## src/rtl/ioc_pkg.sv

```systemverilog
package ioc_pkg;
    typedef enum logic {
        ST_WATCH = 1'b0,
        ST_HELD  = 1'b1
    } port_st_e;

    typedef enum logic [1:0] {
        OM_HIGH = 2'd0,
        OM_LOW  = 2'd1,
        OM_OD   = 2'd2,
        OM_OD_X = 2'd3
    } out_mode_e;

    localparam int NUM_PORTS = 2;
endpackage

```

## src/rtl/ioc_detect.sv

```systemverilog
module ioc_detect #(
    parameter int W = 8
) (
    input  logic         clk,
    input  logic         rst_n,
    input  logic [W-1:0] port,
    input  logic [W-1:0] dir,
    input  logic [W-1:0] ien,
    input  logic [W-1:0] csel,
    input  logic [W-1:0] dflt,
    output logic         evt
);
    logic [W-1:0] prev_q;
    logic [W-1:0] qual;
    logic [W-1:0] ref_v;
    logic [W-1:0] diff;
    logic         alive_q;

    // previous sample follows the port every clock
    always_ff @(posedge clk or negedge rst_n) begin
        if (!rst_n) begin
            prev_q  <= '0;
            alive_q <= 1'b0;
        end else begin
            prev_q  <= port;
            alive_q <= 1'b1;
        end
    end

    always_comb begin
        qual  = dir & ien;
        ref_v = (csel & dflt) | (~csel & prev_q);
        diff  = (port ^ ref_v) & qual;
        evt   = |diff;
    end

    a_r1_masked_pins_quiet: assert property (@(posedge clk) disable iff (!rst_n)
        ((dir & ien) == '0) |-> !evt);

    a_r12_prev_tracks_port: assert property (@(posedge clk) disable iff (!rst_n)
        alive_q |-> (prev_q == $past(port)));
endmodule

```

## src/rtl/ioc_port_fsm.sv

```systemverilog
module ioc_port_fsm
    import ioc_pkg::*;
#(
    parameter int W = 8
) (
    input  logic         clk,
    input  logic         rst_n,
    input  logic [W-1:0] port,
    input  logic         evt,
    input  logic         clr,
    output logic         flag,
    output logic [W-1:0] cap
);
    port_st_e     state_q, state_d;
    logic         load;
    logic [W-1:0] cap_q;

    // state register and capture register
    always_ff @(posedge clk or negedge rst_n) begin
        if (!rst_n) begin
            state_q <= ST_WATCH;
            cap_q   <= '0;
        end else begin
            state_q <= state_d;
            if (load) cap_q <= port;
        end
    end

    // transitions: arm and release; clear wins over a same-cycle event
    always_comb begin
        state_d = state_q;
        load    = 1'b0;
        unique case (state_q)
            ST_WATCH: begin
                if (evt && !clr) begin
                    state_d = ST_HELD;
                    load    = 1'b1;
                end
            end
            ST_HELD: begin
                if (clr) state_d = ST_WATCH;
            end
        endcase
    end

    // outputs
    always_comb begin
        flag = (state_q == ST_HELD);
        cap  = cap_q;
    end

    a_r4_arm_loads_port: assert property (@(posedge clk) disable iff (!rst_n)
        (state_q == ST_WATCH && evt && !clr) |=> (flag && cap_q == $past(port)));

    a_r5_capture_frozen: assert property (@(posedge clk) disable iff (!rst_n)
        (state_q == ST_HELD && !clr) |=> (flag && $stable(cap_q)));

    a_r13_clear_wins: assert property (@(posedge clk) disable iff (!rst_n)
        clr |=> !flag);
endmodule

```

## src/rtl/ioc_out_stage.sv

```systemverilog
module ioc_out_stage
    import ioc_pkg::*;
(
    input  logic                 clk,
    input  logic                 rst_n,
    input  logic [NUM_PORTS-1:0] flags,
    input  logic                 mirror,
    input  logic [1:0]           out_mode,
    output logic [NUM_PORTS-1:0] lvl,
    output logic [NUM_PORTS-1:0] drv
);
    out_mode_e            mode;
    logic [NUM_PORTS-1:0] act;

    assign mode = out_mode_e'(out_mode);

    for (genvar i = 0; i < NUM_PORTS; i++) begin : g_line
        always_comb begin
            act[i] = mirror ? (|flags) : flags[i];
            unique case (mode)
                OM_HIGH: begin
                    lvl[i] = act[i];
                    drv[i] = 1'b1;
                end
                OM_LOW: begin
                    lvl[i] = ~act[i];
                    drv[i] = 1'b1;
                end
                OM_OD, OM_OD_X: begin
                    lvl[i] = 1'b0;
                    drv[i] = act[i];
                end
            endcase
        end
    end

    a_r8_mirror_agree: assert property (@(posedge clk) disable iff (!rst_n)
        mirror |-> (lvl[0] == lvl[1] && drv[0] == drv[1]));

    a_r10_od_never_high: assert property (@(posedge clk) disable iff (!rst_n)
        out_mode[1] |-> (lvl == '0));
endmodule

```

## src/rtl/ioc_dual_ctrl.sv

```systemverilog
module ioc_dual_ctrl
    import ioc_pkg::*;
#(
    parameter int W = 8
) (
    input  logic         clk,
    input  logic         rst_n,
    input  logic [W-1:0] port_a,
    input  logic [W-1:0] port_b,
    input  logic [W-1:0] dir_a,
    input  logic [W-1:0] dir_b,
    input  logic [W-1:0] ien_a,
    input  logic [W-1:0] ien_b,
    input  logic [W-1:0] csel_a,
    input  logic [W-1:0] csel_b,
    input  logic [W-1:0] dflt_a,
    input  logic [W-1:0] dflt_b,
    input  logic         clr_sel,
    input  logic         mirror,
    input  logic [1:0]   out_mode,
    input  logic         rd_live_a,
    input  logic         rd_cap_a,
    input  logic         rd_live_b,
    input  logic         rd_cap_b,
    output logic [W-1:0] cap_a,
    output logic [W-1:0] cap_b,
    output logic         irq_a_lvl,
    output logic         irq_a_drv,
    output logic         irq_b_lvl,
    output logic         irq_b_drv
);
    logic [W-1:0]         pv   [NUM_PORTS];
    logic [W-1:0]         dv   [NUM_PORTS];
    logic [W-1:0]         iv   [NUM_PORTS];
    logic [W-1:0]         sv   [NUM_PORTS];
    logic [W-1:0]         fv   [NUM_PORTS];
    logic [W-1:0]         cv   [NUM_PORTS];
    logic [NUM_PORTS-1:0] rl, rc, clr, evt, flags, lvl, drv;

    assign pv[0] = port_a;  assign pv[1] = port_b;
    assign dv[0] = dir_a;   assign dv[1] = dir_b;
    assign iv[0] = ien_a;   assign iv[1] = ien_b;
    assign sv[0] = csel_a;  assign sv[1] = csel_b;
    assign fv[0] = dflt_a;  assign fv[1] = dflt_b;
    assign rl    = {rd_live_b, rd_live_a};
    assign rc    = {rd_cap_b,  rd_cap_a};

    for (genvar p = 0; p < NUM_PORTS; p++) begin : g_port
        // clear source select
        assign clr[p] = clr_sel ? rc[p] : rl[p];

        ioc_detect #(.W(W)) u_det (
            .clk  (clk),
            .rst_n(rst_n),
            .port (pv[p]),
            .dir  (dv[p]),
            .ien  (iv[p]),
            .csel (sv[p]),
            .dflt (fv[p]),
            .evt  (evt[p])
        );

        ioc_port_fsm #(.W(W)) u_fsm (
            .clk  (clk),
            .rst_n(rst_n),
            .port (pv[p]),
            .evt  (evt[p]),
            .clr  (clr[p]),
            .flag (flags[p]),
            .cap  (cv[p])
        );
    end

    ioc_out_stage u_out (
        .clk     (clk),
        .rst_n   (rst_n),
        .flags   (flags),
        .mirror  (mirror),
        .out_mode(out_mode),
        .lvl     (lvl),
        .drv     (drv)
    );

    assign cap_a     = cv[0];
    assign cap_b     = cv[1];
    assign irq_a_lvl = lvl[0];
    assign irq_a_drv = drv[0];
    assign irq_b_lvl = lvl[1];
    assign irq_b_drv = drv[1];

    a_r9_b_kept_on_a_clear: assert property (@(posedge clk) disable iff (!rst_n)
        (flags[1] && clr[0] && !clr[1]) |=> flags[1]);

    a_r9_a_kept_on_b_clear: assert property (@(posedge clk) disable iff (!rst_n)
        (flags[0] && clr[1] && !clr[0]) |=> flags[0]);
endmodule

```

## config.mk

```make
export PLATFORM = sky130hd
export DESIGN_NAME = ioc_dual_ctrl
export DESIGN_NICKNAME = d
export VERILOG_FILES = /design/src/rtl/ioc_pkg.sv /design/src/rtl/ioc_detect.sv /design/src/rtl/ioc_port_fsm.sv /design/src/rtl/ioc_out_stage.sv /design/src/rtl/ioc_dual_ctrl.sv
export SDC_FILE = /design/constraint.sdc
export NUM_CORES = 1
export LEC_CHECK = 0
export ABC_AREA = 1
export BUFFER_PORTS_ARGS = -buffer_cell sky130_fd_sc_hd__buf_2
export CELL_PAD_IN_SITES_DETAIL_PLACEMENT = 1
export CELL_PAD_IN_SITES_GLOBAL_PLACEMENT = 1
export CORE_MARGIN = 4
export CORE_UTILIZATION = 30
export DETAILED_ROUTE_END_ITERATION = 12
export GPL_ROUTABILITY_DRIVEN = 1
export MAX_ROUTING_LAYER = met4
export PLACE_DENSITY_LB_ADDON = 0.08
export SLEW_MARGIN = 20
export SYNTH_ARGS = -nofsm -noshare
export SYNTH_HDL_FRONTEND = slang
export SYNTH_SLANG_ARGS = --single-unit
```

## constraint.sdc

```tcl
create_clock -name clk -period 1.4 [get_ports clk]
set_input_delay 0.14 -clock clk [delete_from_list [all_inputs] [get_ports clk]]
set_output_delay 0.14 -clock clk [all_outputs]
set_load 0.01 [all_outputs]
```

## Word-level counts from Yosys, hierarchy flattened

Cells that the tools add are included.

| word-level totals | value |
|---|---|
| flip-flop bits (word level) | 34 |
| logic and storage cells | 53 |

| cells by class | value |
|---|---|
| equal/unequal tests | 3 |
| multiplexer cells | 16 |
| bitwise gates (word level) | 18 |
| reductions and logical operators | 10 |

Operator list:

| kind | number |
|---|---|
| 8-bit AND | 8 |
| 8-bit NOT | 2 |
| 8-bit OR | 2 |
| 8-bit OR reduction | 2 |
| 8-bit XOR | 2 |
| 1-bit two-way mux | 10 |
| 1-bit one-hot mux with 2 select lines | 4 |
| 1-bit one-hot mux with 3 select lines | 2 |
| 2-bit OR reduction | 3 |
| 2-bit == test, second input constant | 2 |
| 1-bit NOT | 4 |
| 2-bit by 1-bit == test with 1-bit output, second input constant | 1 |
| 1-bit logical AND | 2 |
| 1-bit zero test | 2 |
| 2-bit zero test | 1 |

## Logic depth before layout (Yosys ltp)

Gate-level depths: netlist of the first run.

| logic depth | value |
|---|---|
| word-level depth | 9 |
| depth in mapped cells | 11 |
| depth with buffers taken out | 11 |

## By module

A second synthesis of the first run with hierarchy kept.

| second synthesis, totals | value |
|---|---|
| cell total of the unflattened synthesis | 288 |
| area total of the unflattened synthesis | 1971.9 µm² |

By module, submodules not included:

| module | instances | cells each | area an instance (µm²) | seq. area each (µm²) |
|---|---|---|---|---|
| ioc_detect | 2 | 94 | 560.5 | 200.2 |
| ioc_port_fsm | 2 | 38 | 376.6 | 225.2 |
| ioc_out_stage | 1 | 17 | 71.3 | 0.0 |
| ioc_dual_ctrl | 1 | 7 | 26.3 | 0.0 |

## Worst setup path before layout of the first run

OpenSTA, ideal clock, no wires.

| timing path | value |
|---|---|
| path kind | flip-flop to flip-flop |
| start | reg g_port[0].u_det.prev_q[4] |
| end | reg g_port[0].u_fsm.cap_q[0] |
| data arrival time | 965 ps |
| required time | 1283 ps |
| slack | 318 ps |
| stages on the path, launching flop included | 11 |
| buffers on the path | 0 |
| clock period less this slack | 1082 ps |
| cell sequence | dfrtp_1 -> nand2_1 -> nand2_1 -> nand2_1 -> nand3_1 -> nand2_1 -> nor2_4 -> nand2_4 -> nand2_4 -> nand2_1 -> nand2_1 |

| on the way | value |
|---|---|
| word-level cells in the longest chain between the ends | 8 |

RTL lines:

| item | line | source |
|---|---|---|
| start, declared | ioc_detect.sv:13 | `logic [W-1:0] prev_q;` |
| start signal, assigned | ioc_detect.sv:25 | `prev_q <= port;` |
| 8-bit AND | ioc_detect.sv:32 | `ref_v = (csel & dflt) \| (~csel & prev_q);` |
| 8-bit OR | ioc_detect.sv:32 |  |
| 8-bit XOR | ioc_detect.sv:33 | `diff = (port ^ ref_v) & qual;` |
| 8-bit AND | ioc_detect.sv:33 |  |
| 8-bit OR reduction | ioc_detect.sv:34 | `evt = \|diff;` |
| 1-bit logical AND | ioc_port_fsm.sv:35 | `if (evt && !clr) begin` |
| 1-bit two-way mux | ioc_port_fsm.sv:35 |  |
| 1-bit two-way mux | ioc_port_fsm.sv:33 | `unique case (state_q)` |
| end signal, assigned | ioc_port_fsm.sv:25 | `if (load) cap_q <= port;` |
| end, declared | ioc_port_fsm.sv:16 | `logic [W-1:0] cap_q;` |

No other way between the ends.
A chain may end at the register's enable or synchronous reset.

## Final worst setup path of the first run

| timing path | value |
|---|---|
| start | reg g_port[0].u_fsm.state_q |
| end | out irq_b_lvl |

| on the way | value |
|---|---|
| word-level cells in the longest chain between the ends | 4 |

RTL lines:

| item | line | source |
|---|---|---|
| start, declared | ioc_port_fsm.sv:14 | `port_st_e state_q, state_d;` |
| start signal, assigned | ioc_port_fsm.sv:24 | `state_q <= state_d;` |
| 2-bit OR reduction * | ioc_out_stage.sv:19 | `act[i] = mirror ? (\|flags) : flags[i];` |
| 1-bit two-way mux * | ioc_out_stage.sv:19 |  |
| 1-bit NOT | ioc_out_stage.sv:26 | `lvl[i] = ~act[i];` |
| 1-bit one-hot mux with 3 select lines * | ioc_out_stage.sv:20 | `unique case (mode)` |
| end, declared | ioc_dual_ctrl.sv:29 | `output logic irq_b_lvl,` |

Every way passes the cells marked *; elsewhere a longest branch is shown, timed or not.

==> results of run 1 <==
[power groups by stage]
stage               logic [mW]  clock network, mW  registers, mW
CTS                      0.947              0.926           1.25
global route              1.10              0.969           1.27
finish                   0.978              0.896           1.25
global placement         0.867                  0           1.27
floorplan                0.396                  0           1.33
detailed placement       0.893                  0           1.27
[cell families after synthesis]
logic type | Yosys count
AND/OR/NAND/NOR | 190
buffers and inverters | 45
flip-flops | 34
AO/OA/AOI/OAI | 4
multiplexers | 2
[worst max-delay path, cell delays in order (launching register included)]
cell,delay [ps]
dfrtp_2,460
a21oi_4,200
buf_4,130
a21oi_1,50
buf_2,140
[final cells by class]
cell class	count	area, sq um
clock inverter	3	40.0
timing repair buffer	120	693
inverter	45	169
sequential	34	853
multi-input combinational	198	1050
tap	77	96.3
fill	853	3460
clock buffer	5	68.8
[layout by cell type (no fill, tap or decap)]
| cell | instances |
|---|---|
| a21oi_1 | 1 |
| a21oi_2 | 1 |
| a21oi_4 | 2 |
| buf_2 | 101 |
| buf_4 | 6 |
| bufinv_16 | 1 |
| clkbuf_8 | 5 |
| clkinv_2 | 2 |
| dfrtp_1 | 32 |
| dfrtp_2 | 2 |
| dlygate4sd3_1 | 8 |
| dlymetal6s4s_1 | 5 |
| inv_1 | 45 |
| mux2_2 | 2 |
| nand2_1 | 116 |
| nand2_2 | 9 |
| nand2_4 | 3 |
| nand2_8 | 1 |
| nand3_1 | 33 |
| nand3_2 | 9 |
| nand3b_1 | 8 |
| nor2_1 | 5 |
| nor2_2 | 2 |
| nor2_4 | 4 |
| nor2_8 | 2 |
[synthesized netlist by cell type]
cell / number
nand2_1: 121
inv_1: 45
dfrtp_1: 34
nand3_1: 34
nand3_2: 8
nand3b_1: 8
nor2_1: 7
a21oi_1: 4
nand2_4: 4
nor2_4: 4
mux2_2: 2
nand2_2: 2
nor2_8: 2
[per-layer routing]
metal  vias up  GRT usage
met3         5     0.0415
met2        63      0.247
li1       1101          -
met5         -          -
met1       994      0.190
met4         0     0.0365
[flip-flops by register name, indices dropped and copies added, names as in the netlist]
name and flops:
g_port.u_fsm.cap 16, g_port.u_fsm.flag 2, g_port.u_det.prev_q 16
[per-stage QoR]
stage / util / worst slack [ps]
after floorplan: - / 318
after detailed placement: 0.412 / 144
after CTS: 0.451 / 2.90
after global routing: 0.462 / -70.7
final: 0.462 / 1.18
after global placement: 0.412 / 166
[worst paths after layout]
kind / to / slack, ps / depth (start not counted)
hold / removal: g_port[1].u_det.prev_q[7] / 9 / 1
setup / recovery: irq_b_lvl / 1 / 4
max in group asynchronous: g_port[0].u_fsm.flag / 610 / 3
min in group asynchronous: g_port[0].u_det.prev_q[3] / 430 / 3
hold reg to reg: g_port[0].u_fsm.cap[7] / 470 / 2
setup reg to reg: g_port[1].u_fsm.cap[0] / 140 / 9
[timing repair]
item                                    in CTS  in global routing
hold endpoints to repair                    45                  1
endpoints found under the setup margin       2                 20
cloned                                       0                  2
resized for setup                            4                 17
setup buffers                                2                  3
pin swaps                                    0                 17
hold buffers                                12                  1
==> impl_metrics.yaml, run 1 <==
hold_path:
  hp-class: "input port to register"
  worstHoldStart: "port_b[7]"
global_route:
  track_usage: 0.153
  antenna_found_initial: 0
  grt_pass1_wl_microns: 9380
  grt_pass1_vias: 2164
  overflow: 0
  grt_max_degree: 35
logic_synthesis:
  synth-compound-area-share: 0.0100
  yosys-top-cells-area: "dfrtp_1 (43%), nand2_1 (23%), nand3_1 (8.5%)"
  synth_xor_xnor_area_share: 0
  syn_area_sq_um: 2000
  ys_types: 13
  synth_top_family_by_area: "simple AND/OR/NAND/NOR gates"
  synthAdderAreaFrac: 0
  netlist.area_leader.share: 0.426
  synth_top_cell_by_area: "dfrtp_1"
  synth_simple_gate_area_frac: 0.468
  yosys-mux-area-fraction: 0.0113
  syn_nets: 365
  ys_seq_elements: 34
  synth_warnings: 0
  yosysSeqAreaShare: 0.426
  syn_area_per_cell_sq_um: 7.26
  synth_cells: 275
drt:
  top_layer_used: "met4"
  vias_per_cell: 4.49
  wl_met1_microns: 2680
  dr_wl_met3_microns: 408
  dr_wl_met2_microns: 2770
  drtPass1Iterations: 4
  drc_errors: 0
  vias: 2163
  antenna_left: 0
  wl_microns: 5910
  drt_iter0_drc: 77
  avgRoutedWirePerCell_microns: 12.3
timing:
  fmax_mhz: 715
  worstMarginPinSlew_ps: 459
  rsz0062_at_grt: "yes"
  skew_ps: 5.63
  maxSlewHeadroom: 0.694
  slew_viol_final: 0
  hold_viol: 0
  fin_tns_setup_ps: 0
  min_period_ps: 1400
  setup_viol: 0
  period_share: 0.999
  hold_ws_ps: 8.96
power_and_ir_drop:
  switchingPower_mw: 1.02
  switching_share: 0.327
  leakage_nw: 1.83
  comb_power_share: 0.313
  peakVddDrop_mv: 0.468
  power.internal_mw: 2.10
  p_clk_frac: 0.287
  seqPwrFrac: 0.401
  p_per_area_nw_per_um2: 1050
  p_total_mw: 3.13
setup_path:
  worstPathRequired_ps: 1260
  critPathLaunch: "g_port[0].u_fsm.flag"
  path_class: "register to output pin"
  worstSetupStartpointType: "register"
  crit_arrival_ps: 1260
  cp_max_fo: 4
  rr_startpoint: "g_port[1].u_det.prev_q[2]"
  end_kind: "output pin"
die:
  die_area_sq_um: 8020
  num_io_pins: 110
  initial_core_util: 0.311
  design.core.area_sq_um: 6420
  die_w_microns: 89.6
  die_h_microns: 89.6
  rows: 29
placement:
  gp_congestion: 0.723
  hpwlAfterDp_microns: 4580
  dp.cells: 462
  portBuffers: 109
  dpl-instance-area_sq_um: 2650
clock_network:
  htree_levels: 2
  cts_max_path_buffers: 2
  clockRootBuffer: "clkbuf_8"
  path_clk_slew_ps: 70
  cts_tree: "yes"
  numCtsBuffers: 5
  insertion_delay_ps: 290
  cts_sinks: 34
cells_and_area:
  final_cell_area_sq_um: 2970
  finalNetCount: 494
  instances_no_fill: 482
  area_growth_pct: 48.7
  drive_above_1_share: 0.375
  diodes: 0
job:
  cap_violations: 0
run_status:
  outcome: "finished, final reports clean"
Note: power is estimated with default switching activity, not from simulation.
==> run 2: changes to the inputs <==
Settings changed: CORE_ASPECT_RATIO from default to 0.5, MAX_ROUTING_LAYER met4 to default.
==> impl_metrics.yaml, run 2 (same netlist as run 1, synthesis figures left out) <==
timing:
  skew_ps: 2.33
  setup_viol: 0
  slew_viol_final: 0
  hold_viol: 0
  rsz0062_at_grt: "yes"
  fmax_mhz: 743
  worstMarginPinSlew_ps: 412
  min_period_ps: 1350
  maxSlewHeadroom: 0.725
  period_share: 0.961
die:
  initial_core_util: 0.319
  rows: 20
  num_io_pins: 110
  design.core.area_sq_um: 6260
  die_w_microns: 123
  die_h_microns: 65.7
  die_area_sq_um: 8100
setup_path:
  r2r-end: "g_port[0].u_fsm.cap[5]"
  worstSetupStartpointType: "register"
  cp-endpoint: "irq_b_lvl"
  crit_arrival_ps: 1210
  end_kind: "output pin"
  critPathLaunch: "g_port[0].u_fsm.flag"
  r2r_cells: 9
  r2r_setup_slack_ps: 130
  path_class: "register to output pin"
  cp_max_fo: 3
  rr_startpoint: "g_port[0].u_det.prev_q[2]"
  worstPathRequired_ps: 1260
global_route:
  grt_max_degree: 18
  antenna_found_initial: 0
  grt_pass1_vias: 2407
  grt_pass1_wl_microns: 10400
  overflow: 0
  track_usage: 0.162
clock_network:
  insertion_delay_ps: 270
  cts_tree: "yes"
  cts_max_path_buffers: 2
  path_clk_slew_ps: 50
  numCtsBuffers: 5
  clockRootBuffer: "clkbuf_16"
  cts_sinks: 34
  htree_levels: 2
cells_and_area:
  layout_common_cells: "nand2_1 (117), buf_2 (109), inv_1 (45)"
  finalNetCount: 488
  drive_above_1_share: 0.379
  area_growth_pct: 44.2
  final_core_util: 0.460
  diodes: 0
  final_common_cell: "nand2_1"
  fillerInstances: 822
power_and_ir_drop:
  p_per_area_nw_per_um2: 1120
  leakage_nw: 1.76
  peakVddDrop_mv: 0.574
  p_total_mw: 3.22
run_status:
  outcome: "finished, final reports clean"
placement:
  hpwlAfterDp_microns: 5180
  portBuffers: 109
  gp_congestion: 0.718
hold_path:
  hp-class: "input port to register"
drt:
  drc_errors: 0
  drt_iter0_drc: 15
  wl_met1_microns: 2380
  dr_wl_met3_microns: 428
  wl_microns: 6330
  antenna_left: 0
  vias_per_cell: 4.57
  drtPass1Iterations: 3
  vias: 2220
  top_layer_used: "met4"
  dr_wl_met2_microns: 3450
  avgRoutedWirePerCell_microns: 13.0
job:
  cap_violations: 0
-- run 2: cell count changes in the layout (fill, tap and decap cells not counted), moves of 2 or more --
cell and delta:
buf_2 +8, buf_4 -2, clkbuf_1 +2, clkbuf_16 +5
clkbuf_8 -5, clkinv_2 -2, dlygate4sd3_1 -7, dlymetal6s4s_1 -5
nor2_1 +2, nor2_2 -2
-- run 2: worst min-delay path by stage --
| stage | depth (start not counted) | slack (ps) | to | startpoint |
|---|---|---|---|---|
| detailed placement | 1 | 100 | g_port[1].u_det.prev_q[0] | rst_n |
| finish | 1 | 10 | g_port[1].u_det.prev_q[7] | port_b[7] |
| global route | 1 | 10 | g_port[0].u_det.prev_q[2] | port_a[2] |
| floorplan | 0 | -160 | g_port[0].u_det.prev_q[0] | rst_n |
| CTS | 1 | 10 | g_port[1].u_det.prev_q[7] | port_b[7] |
| global placement | 1 | 90 | g_port[1].u_det.prev_q[0] | rst_n |
-- run 2: final cells by class --
cell class / instances / area (sq um) / area share
Tap cell: 88 / 110 / 0.0383
Clock buffer: 7 / 133 / 0.0461
Inverter: 45 / 169 / 0.0587
Sequential cell: 34 / 853 / 0.297
Timing Repair Buffer: 114 / 586 / 0.203
Multi-Input combinational cell: 198 / 1030 / 0.357
-- run 2: what timing repair did --
action	in CTS	in global routing
endpoints found under the setup margin	2	18
setup buffers	2	0
hold buffers	1	0
gates resized for setup	4	7
pin swaps	1	6
cloned	0	2
endpoints found under the hold margin	15	0
-- run 2: routing by layer --
layer	vias up	global-route usage
met1	1057	0.167
li1	1097	-
met2	57	0.327
met3	9	0.0430
met5	-	0
met4	0	0.0372
-- run 2: report_power, final --
| group | total (mW) | internal [mW] | leakage (nW) | switching [mW] |
|---|---|---|---|---|
| Sequential | 1.26 | 1.16 | 0.407 | 0.107 |
| Combinational | 0.939 | 0.394 | 1.29 | 0.545 |
| Clock | 1.02 | 0.649 | 0.0640 | 0.372 |
| Total | 3.22 | 2.20 | 1.76 | 1.02 |
-- run 2: worst max-delay path, cell delays in order, from the launching register on --
cell and delay, ps:
dfrtp_2 430, a21oi_4 150, nor2_1 60, a21oi_1 120, buf_2 160
-- run 2: through the flow --
stage | instance area [sq um] | hold WS, ps | TNS [ps] | cells | worst slack [ps]
finish | 2880 | 11.2 | 0 | 486 | 54.8
detailed placement | 2670 | 95.2 | 0 | 474 | 85.5
CTS | 2830 | 10.8 | 0 | 484 | 6.76
global placement | 2670 | 89.1 | 0 | 474 | 161
global route | 2880 | 10.0 | -58.9 | 486 | -27.1
floorplan | 2000 | -156 | 0 | 275 | 318
==> run 3: changes to the inputs <==
Settings changed: ABC_CLOCK_PERIOD_IN_PS from default to 1400, CORE_UTILIZATION 30 to 31, CTS_BUF_LIST from default to sky130_fd_sc_hd__clkbuf_4 sky130_fd_sc_hd__clkbuf_8.
==> impl_metrics.yaml, run 3 (same netlist as run 1, synthesis figures left out) <==
run_status:
  outcome: "finished, final reports clean"
die:
  die_h_microns: 64.7
  initial_core_util: 0.324
  num_io_pins: 110
  design.core.area_sq_um: 6160
  die_w_microns: 121
  die_area_sq_um: 7860
  rows: 20
timing:
  maxSlewHeadroom: 0.692
  skew_ps: 3.91
  slew_viol_final: 0
  fin_tns_setup_ps: 0
  min_period_ps: 1340
  period_share: 0.959
  rsz0062_at_grt: "yes"
  hold_viol: 0
  setup_viol: 0
  setup_slack_ps: 56.7
  fmax_mhz: 744
  hold_ws_ps: 6.36
  worstMarginPinSlew_ps: 462
setup_path:
  crit_arrival_ps: 1200
  worstPathRequired_ps: 1260
  max_stage_delay_ps: 460
  cp-endpoint: "irq_a_lvl"
  cp_max_fo: 4
  worstSetupStartpointType: "register"
  critPathLaunch: "g_port[1].u_fsm.flag"
  r2r_cells: 9
  critical_path.cell_chain: "a21oi_4 -> nor2_1 -> a21oi_1 -> buf_2"
  crit_family: "flip-flops"
  rr_startpoint: "g_port[0].u_det.prev_q[0]"
  path_class: "register to output pin"
  cp_slowest_cell: "dfrtp_2"
  r2r_setup_slack_ps: 140
  critical_path_depth: 4
  end_kind: "output pin"
  path_buf_inv: 1
  r2r-end: "g_port[0].u_fsm.cap[6]"
drt:
  vias: 2162
  antenna_left: 0
  wl_microns: 5980
  drtPass1Iterations: 4
  drt_iter0_drc: 34
  avgRoutedWirePerCell_microns: 12.3
  drc_errors: 0
  vias_per_cell: 4.44
global_route:
  grt_pass1_wl_microns: 9740
  track_usage: 0.154
  overflow: 0
  grt_pass1_vias: 2313
  grt_max_degree: 19
  antenna_found_initial: 0
cells_and_area:
  diodes: 0
  finalNetCount: 490
  final_core_util: 0.466
  drive_above_1_share: 0.376
  final_common_cell: "nand2_1"
  layout_common_cells: "nand2_1 (118), buf_2 (108), inv_1 (45)"
  area_growth_pct: 43.8
  final_cell_area_sq_um: 2870
power_and_ir_drop:
  p_per_area_nw_per_um2: 1020
  leakage_nw: 1.76
  peakVddDrop_mv: 0.411
clock_network:
  path_clk_slew_ps: 70
  numCtsBuffers: 5
  cts_sinks: 34
  htree_levels: 2
  cts_tree: "yes"
  insertion_delay_ps: 280
  clockRootBuffer: "clkbuf_8"
  cts_max_path_buffers: 2
placement:
  hpwlAfterDp_microns: 5000
  portBuffers: 109
  dp_worst_setup_slack_ps: 115
  gp_congestion: 0.733
  dpl-instance-area_sq_um: 2670
hold_path:
  hp-class: "input port to register"
  holdPathStages: 1
job:
  cap_violations: 0
==> run 3: cell types whose count changed in the layout (fill, tap and decap cells not counted), sizes merged <==
cell,before,now
clkbuf,7,6
dlygate4sd3,1,4
buf,113,112
==> run 3: metal layers <==
layer	track usage	routed length (microns)	vias up
met4	0.0321	35	0
li1	-	-	1090
met5	0	0	-
met1	0.163	2340	1016
met2	0.304	3240	52
met3	0.0436	365	4
==> run 3: how the worst min path moves through the flow <==
stage | from | endpoint | slack [ps]
3_5_place_dp | rst_n | g_port[0].u_fsm.cap[1] | 120
3_3_place_gp | rst_n | g_port[0].u_fsm.cap[1] | 120
2_1_floorplan | rst_n | g_port[0].u_det.prev_q[0] | -160
6_report | port_a[3] | g_port[0].u_det.prev_q[3] | 6
5_1_grt | port_a[0] | g_port[0].u_det.prev_q[0] | 0.4
4_1_cts | port_b[7] | g_port[1].u_det.prev_q[7] | 2
==> run 3: worst register-to-register path: stages, from the launching register on <==
cell	delay, ps
dfrtp_1	360
nand2_1	80
nand3b_1	90
nand3_1	90
nand2_1	100
nor2_4	160
nand2_4	110
nand2_8	110
nand2_1	50
nand2_1	50
==> run 3: cell type report <==
cell class | count | area (sq um)
fill | 816 | 3290
multi-input combinational | 198 | 1030
sequential | 34 | 853
timing repair buffer | 116 | 623
inverter | 45 | 169
tap | 88 | 110
clock buffer | 6 | 82.6
==> run 3: stage by stage <==
stage	instances	total power, mW
after CTS	481	2.91
final	487	2.92
after global routing	487	3.14
after global placement	473	2.13
after floorplan	275	1.72
after detailed placement	473	2.18
==> run 3: where the power goes <==
group          internal, mW  switching [mW]
Sequential             1.15           0.111
Combinational         0.406           0.532
Clock                 0.379           0.343
Total                  1.94           0.986
==> run 3: repair_timing <==
action                     in CTS  in global routing
hold endpoints to repair       18                  2
setup buffers                   0                  3
setup endpoints to repair       2                 15
cloned                          0                  2
gates resized for setup         4                  7
pin swaps                       0                  4
hold buffers                    2                  2
